### src/rtl/dbg_break_unit.sv
module dbg_break_unit #(
  parameter int W = 32
) (
  input  logic         clk,
  input  logic         rst_n,
  input  logic         reg_we,
  input  logic [2:0]   reg_sel,
  input  logic [W-1:0] reg_wdata,
  output logic [W-1:0] reg_rdata,
  input  logic         bus_valid,
  input  logic [W-1:0] bus_addr,
  input  logic [W-1:0] bus_data,
  input  logic         bus_data_valid,
  input  logic         insn_done,
  output logic         brk_req
);
  localparam logic [2:0] S_AA = 3'd0, S_AB = 3'd1, S_CMP = 3'd2, S_MSK = 3'd3, S_CTL = 3'd4;
  localparam int B_FA = 15, B_FB = 14, B_TA = 10, B_DE = 7, B_TB = 6, B_SQ = 3, B_EN = 0;

  logic [W-1:0] addr_a, addr_b, cmp_b, mask_b;
  logic flag_a, flag_b, t_a, den, t_b, seq, en, armed, pend;

  wire ctl_wr   = reg_we && reg_sel == S_CTL;
  wire mode_chg = ctl_wr && (reg_wdata[B_SQ] != seq);
  wire m_a      = bus_valid && bus_addr == addr_a;
  wire d_ok     = !den || (bus_data_valid && (((bus_data ^ cmp_b) & ~mask_b) == '0));
  wire m_b      = bus_valid && bus_addr == addr_b && d_ok;
  wire fire_a   = m_a && !seq;
  wire fire_b   = m_b && (!seq || armed);
  wire now_hit  = (fire_a && !t_a) || (fire_b && !t_b);
  wire late_hit = (fire_a && t_a) || (fire_b && t_b);

  assign brk_req = en && (now_hit || (pend && insn_done));

  always_ff @(posedge clk or negedge rst_n) begin
    if (!rst_n) begin
      addr_a <= '0;
      addr_b <= '0;
      cmp_b  <= '0;
      mask_b <= '0;
    end else if (reg_we) begin
      case (reg_sel)
        S_AA:    addr_a <= reg_wdata;
        S_AB:    addr_b <= reg_wdata;
        S_CMP:   cmp_b  <= reg_wdata;
        S_MSK:   mask_b <= reg_wdata;
        default: ;
      endcase
    end
  end

  always_ff @(posedge clk or negedge rst_n) begin
    if (!rst_n) begin
      flag_a <= 1'b0;
      flag_b <= 1'b0;
      t_a    <= 1'b0;
      den    <= 1'b0;
      t_b    <= 1'b0;
      seq    <= 1'b0;
      en     <= 1'b0;
    end else begin
      flag_a <= m_a || (flag_a && !(ctl_wr && !reg_wdata[B_FA]));
      flag_b <= m_b || (flag_b && !(ctl_wr && !reg_wdata[B_FB]));
      if (ctl_wr) begin
        t_a <= reg_wdata[B_TA];
        den <= reg_wdata[B_DE];
        t_b <= reg_wdata[B_TB];
        seq <= reg_wdata[B_SQ];
        en  <= reg_wdata[B_EN];
      end
    end
  end

  always_ff @(posedge clk or negedge rst_n) begin
    if (!rst_n) begin
      armed <= 1'b0;
      pend  <= 1'b0;
    end else begin
      if (mode_chg)         armed <= 1'b0;
      else if (seq && m_a)  armed <= 1'b1;
      else if (fire_b)      armed <= 1'b0;
      pend <= en && ((pend && !insn_done) || late_hit);
    end
  end

  always_comb begin
    case (reg_sel)
      S_AA:    reg_rdata = addr_a;
      S_AB:    reg_rdata = addr_b;
      S_CMP:   reg_rdata = cmp_b;
      S_MSK:   reg_rdata = mask_b;
      S_CTL:   reg_rdata = {{(W-16){1'b0}}, flag_a, flag_b, 3'b000, t_a, 2'b00,
                            den, t_b, 2'b00, seq, 2'b00, en};
      default: reg_rdata = '0;
    endcase
  end
endmodule

### config.mk
export PLATFORM = sky130hd
export DESIGN_NAME = dbg_break_unit
export DESIGN_NICKNAME = d
export VERILOG_FILES = /design/src/rtl/dbg_break_unit.sv
export SDC_FILE = /design/constraint.sdc
export NUM_CORES = 1
export LEC_CHECK = 0
export CORE_MARGIN = 2
export CORE_UTILIZATION = 57
export CTS_BUF_LIST = sky130_fd_sc_hd__clkbuf_16
export CTS_CLUSTER_SIZE = 40
export DETAILED_ROUTE_END_ITERATION = 6
export GPL_TIMING_DRIVEN = 0
export PLACE_DENSITY = 0.95
export REMOVE_ABC_BUFFERS = 1
export SYNTH_ARGS = -nofsm -noshare
export SYNTH_HDL_FRONTEND = slang
export SYNTH_SLANG_ARGS = --single-unit
export TNS_END_PERCENT = 10
### constraint.sdc
create_clock -name clk -period 3.7 [get_ports clk]
set_input_delay 0.74 -clock clk [delete_from_list [all_inputs] [get_ports clk]]
set_output_delay 0.74 -clock clk [all_outputs]
set_load 0.05 [all_outputs]
== After elaboration in Yosys (flattened, before gate mapping) ==
Cells that the tools add are included.

* Word-level logic and storage cells: 72
* Bits of input ports: 105
* Output and inout port bits: 33
* Register bits: 137

* Equal/unequal tests: 7
* Muxes and demuxes: 4
* Bitwise gates (word level): 3
* Reduce and logical (&&, ||, !) cells: 45

{| class="wikitable"
|+ Operators with widths
! operator !! count
|-
| $pmux W32 S5 || 1
|-
| $eq A32 B32 Y1 || 2
|-
| $and A32 B32 Y32 || 1
|-
| $logic_not A32 Y1 || 1
|-
| $not A32 Y32 || 1
|-
| $xor A32 B32 Y32 || 1
|-
| $logic_and A1 B1 Y1 || 21
|-
| $logic_not A1 Y1 || 9
|-
| $logic_or A1 B1 Y1 || 8
|-
| $reduce_and A2 Y1 || 4
|-
| $eq A3 B2 Y1 const B || 2
|-
| $eq A3 B1 Y1 const B || 1
|-
| $eq A3 B3 Y1 const B || 1
|-
| $logic_not A3 Y1 || 1
|-
| $mux W1 || 3
|-
| $reduce_bool A3 Y1 || 1
|-
| $ne A1 B1 Y1 || 1
|}

== Depth between registers and ports, before layout ==
* Word-level depth: 11
* Depth in mapped cells: 8
* Gate-level depth less buffers: 7

== Worst setup path after synthesis ==
OpenSTA, ideal clock, no wires.

* Path type: input port to output port
* Start: input port bus_addr[9]
* End: output port brk_req
* Arrival: 3.074 ns
* Stages: 7
* Required time: 2.960 ns
* Slack: -0.114 ns
* Cell sequence: xnor2_1 > nand4_1 > nor4_1 > nand4_1 > nor4_1 > nand2_1 > o32ai_1

* Cells in the longest elaborated chain, start to end: 8

{| class="wikitable"
|+ Ends and longest elaborated chain
! what !! line !! text
|-
| start: declaration || 11 || <nowiki>input logic [W-1:0] bus_addr,</nowiki>
|-
| $eq A32 B32 Y1 || 27 || <nowiki>wire m_b = bus_valid && bus_addr == addr_b && d_ok;</nowiki>
|-
| $logic_and A1 B1 Y1 (2 in a row) || 27 ||
|-
| $logic_and A1 B1 Y1 || 29 || <nowiki>wire fire_b = m_b && (!seq || armed);</nowiki>
|-
| $logic_and A1 B1 Y1 || 30 || <nowiki>wire now_hit = (fire_a && !t_a) || (fire_b && !t_b);</nowiki>
|-
| $logic_or A1 B1 Y1 (*) || 30 ||
|-
| $logic_or A1 B1 Y1 (*) || 33 || <nowiki>assign brk_req = en && (now_hit || (pend && insn_done));</nowiki>
|-
| $logic_and A1 B1 Y1 (*) || 33 ||
|-
| end: declaration || 15 || <nowiki>output logic brk_req</nowiki>
|}

Every way passes the cells marked *; elsewhere a longest branch is shown, timed or not.

== Worst setup path in the final report ==
* Start: input port reg_sel[1]
* End: output port reg_rdata[2]

* Cells in the longest elaborated chain, start to end: 2

{| class="wikitable"
|+ Ends and longest elaborated chain
! what !! line !! text
|-
| start: declaration || 7 || <nowiki>input logic [2:0] reg_sel,</nowiki>
|-
| $eq A3 B3 Y1 (tied with other cells) || 87 || <nowiki>case (reg_sel)</nowiki>
|-
| $pmux W32 S5 (*) || 87 ||
|-
| end: declaration || 9 || <nowiki>output logic [W-1:0] reg_rdata,</nowiki>
|}

Marked as above.

==> qor.txt <==
result of the run -> finished with violations
failing checks -> negative setup slack
Worst Max-Slew Pin Slew -> 0.972 ns
Setup WS post-layout -> -0.0405 ns
first-pass GRT wire length -> 33,400 microns
Inserted Diodes -> 0
fin cells -> 913
WP data required -> 2.96 ns
root buffer cell -> clkbuf_16
Inserted Clock Buffers -> 17
Slew Limit Fails -> 0
Synth Instances -> 590
total track usage -> 0.334
EDFF count, synth -> 0
ys async rst share -> 1.00
Clk Latency, worst-skew pair -> 0.43 ns
initial antenna violation count -> 0
vias per inst -> 6.43
peak supply drop -> 0.394 mV
synth warn -> 0
Core Area -> 0.0125 sq mm
Critical Path AT -> 3.00 ns
Area Overhead vs Synth -> 34.4%
Post-DP Area -> 0.00882 sq mm
unrepaired setup endpoints after global routing -> yes
WS Path Type -> input port to output port
# DRC -> 0
Switch Pwr -> 1.69 mW
CTS sink count -> 137
sequential share of the synthesized area -> 0.476
fin crit period -> 3.74 ns
DR WL/cell -> 24.4 microns
Most used DFF post-synth -> dfrtp_1
Distinct cells, synth -> 41
P_int -> 3.47 mW
grt total ovfl -> 0
Final HPWL DP -> 14,700 microns
fin nets -> 836
setup violators final -> 17
pin count of the biggest net entering global routing -> 99
total number of vias -> 5,869
post-route cell area -> 0.00968 sq mm
Clk network pwr share -> 0.285
DRT Pass-1 Iters -> 5
Leak -> 4.06 nW
Sw Share -> 0.328
1st-iter DRT viols -> 480
H-tree levels -> 4
combinational fraction of design power -> 0.295
GPL Wtd Cong -> 0.980
clk slew on worst S/H paths -> 0.05 ns
syn avg cell area -> 12.2 sq um
fill count -> 763
Final Routed Wirelength -> 22,300 microns
I/O Pins -> 138
Post-Syn Area -> 0.00720 sq mm
Clock Skews -> 0.00598 ns
die width -> 116 microns
crit path max fanout -> 26
fmax -> 267 MHz
worst hold path class -> input port to asynchronous set/reset pin
CP Launch Type -> input port
# port buffers -> 137
initial core utilization -> 0.578
Flop pwr share -> 0.420
Die Ht -> 116 microns
Fin. Hold Viols -> 0
Inst Count DP -> 875
layout cells sized above 1 -> 0.294
max cap viols -> 0
Rows -> 41
CTS tree -> done
CP Launch Point -> reg_sel[1]
Worst Setup End Kind -> output port
vias in the first global route -> 5,994
flop and latch count out of synthesis -> 137
Reg-to-Reg Start -> addr_a[10]$_DFFE_PN0P_
Tcrit/Tclk final -> 1.01
post-route ant nets -> 0
power per cell area -> 534 mW/mm^2
max-slew headroom at the worst pin -> 0.352
die area -> 0.0136 sq mm
CTS Buffer Depth -> 2
-- cells in the mapped netlist (8+ instances only) --
cell type / count / area, sq um
xnor2_1: 86 / 753
a221o_1: 25 / 250
a22o_1: 25 / 219
nand2_1: 23 / 86.3
clkbuf_1: 16 / 60.1
o22ai_1: 22 / 138
a22oi_1: 12 / 90.1
buf_2: 11 / 55.1
dfrtp_1: 137 / 3430
mux2_2: 131 / 1480
nand4_1: 16 / 100
nor3_1: 8 / 40.0
-- state kept, by name (all words and copies together), names as in the netlist --
signal and count:
flag_a 1, t_a 1, addr_b 32, t_b 1, armed 1, pend 1
mask_b 32, flag_b 1, addr_a 32, cmp_b 32, en 1, seq 1
den 1
-- power groups by stage --
| stage | sequential (mW) | clock (mW) | combinational (mW) |
|---|---|---|---|
| final | 2.17 | 1.48 | 1.52 |
| after global routing | 2.21 | 1.55 | 1.60 |
| after CTS | 2.14 | 1.48 | 1.46 |
| after detailed placement | 2.15 | 0 | 1.40 |
| after global placement | 2.12 | 0 | 1.36 |
| after floorplan | 2.06 | 0 | 0.927 |
-- cells in the final DEF, fill, tap and decap left out, types with 12 or more instances in the layout --
cell	instances
nand4_1	16
a22o_1	25
clkbuf_16	17
mux2_2	131
a221o_1	25
a22oi_1	12
nand2_1	21
dfrtp_1	137
clkdlybuf4s50_1	98
xnor2_1	70
dlymetal6s2s_1	20
o22ai_1	20
xnor2_2	16
-- metal layers --
layer | part of all wire | wire length, microns | track usage
met1 | 0.40 | 8930 | 0.439
met2 | 0.48 | 10700 | 0.537
met3 | 0.085 | 1890 | 0.0763
met4 | 0.034 | 761 | 0.144
met5 | 0 | 0 | 0
-- critical path: stages --
cell and delay, ns:
clkdlybuf4s15_2 0.55, and3_4 0.61, a221o_1 0.27, clkdlybuf4s50_1 0.81
-- worst paths after layout --
path                                     endpoint  slack, ns  depth (start not counted)
max                                  reg_rdata[2]      -0.04                          4
min                          cmp_b[0]$_DFFE_PN0P_       0.22                          1
max reg2reg                        pend$_DFF_PN0_       1.11                          8
min reg2reg                 mask_b[7]$_DFFE_PN0P_       0.53                          1
max in group asynchronous  mask_b[21]$_DFFE_PN0P_       2.65                          2
min in group clk            mask_b[7]$_DFFE_PN0P_       0.53                          1
-- per-stage QoR --
stage | power [mW] | worst slack [ns] | setup TNS, ns | util | hold WS (ns)
after floorplan | 2.99 | -0.114 | -0.114 | - | 0.444
after global placement | 3.48 | -3.28 | -840.71 | 0.695 | 0.494
after detailed placement | 3.56 | -1.29 | -77.77 | 0.708 | 0.507
after CTS | 5.09 | -0.0492 | -0.0492 | 0.762 | 0.234
after global routing | 5.35 | -0.0691 | -1.03 | 0.777 | 0.245
final | 5.17 | -0.0405 | -0.236 | 0.777 | 0.220
-- area by class of cell --
| cell class | count | area (sq um) | area share |
|---|---|---|---|
| Clock buffer | 17 | 425 | 0.0439 |
| Clock inverter | 12 | 72.6 | 0.00750 |
| Inverter | 7 | 26.3 | 0.00271 |
| Multi-Input combinational cell | 415 | 3910 | 0.404 |
| Sequential cell | 137 | 3430 | 0.354 |
| Tap cell | 172 | 215 | 0.0222 |
| Timing Repair Buffer | 153 | 1610 | 0.166 |
-- logic make-up (layout without fill, tap and decap cells) --
| group | after synthesis | after routing | synth area share |
|---|---|---|---|
| simple gates | 85 | 85 | 0.0662 |
| compound gates | 103 | 103 | 0.114 |
| flops | 137 | 137 | 0.476 |
| buf+inv | 38 | 189 | 0.0217 |
| xor+xnor | 93 | 93 | 0.113 |
| mux | 134 | 134 | 0.209 |
-- what timing repair did --
item / 4_1_cts / 5_1_grt
gates resized for setup: 55 / 50
buffers inserted: 6 / 3
pin swaps: 13 / 21
setup endpoints to repair: 65 / 26
hold buffers: 0 / 0
Power figures use the tool's default switching activity.
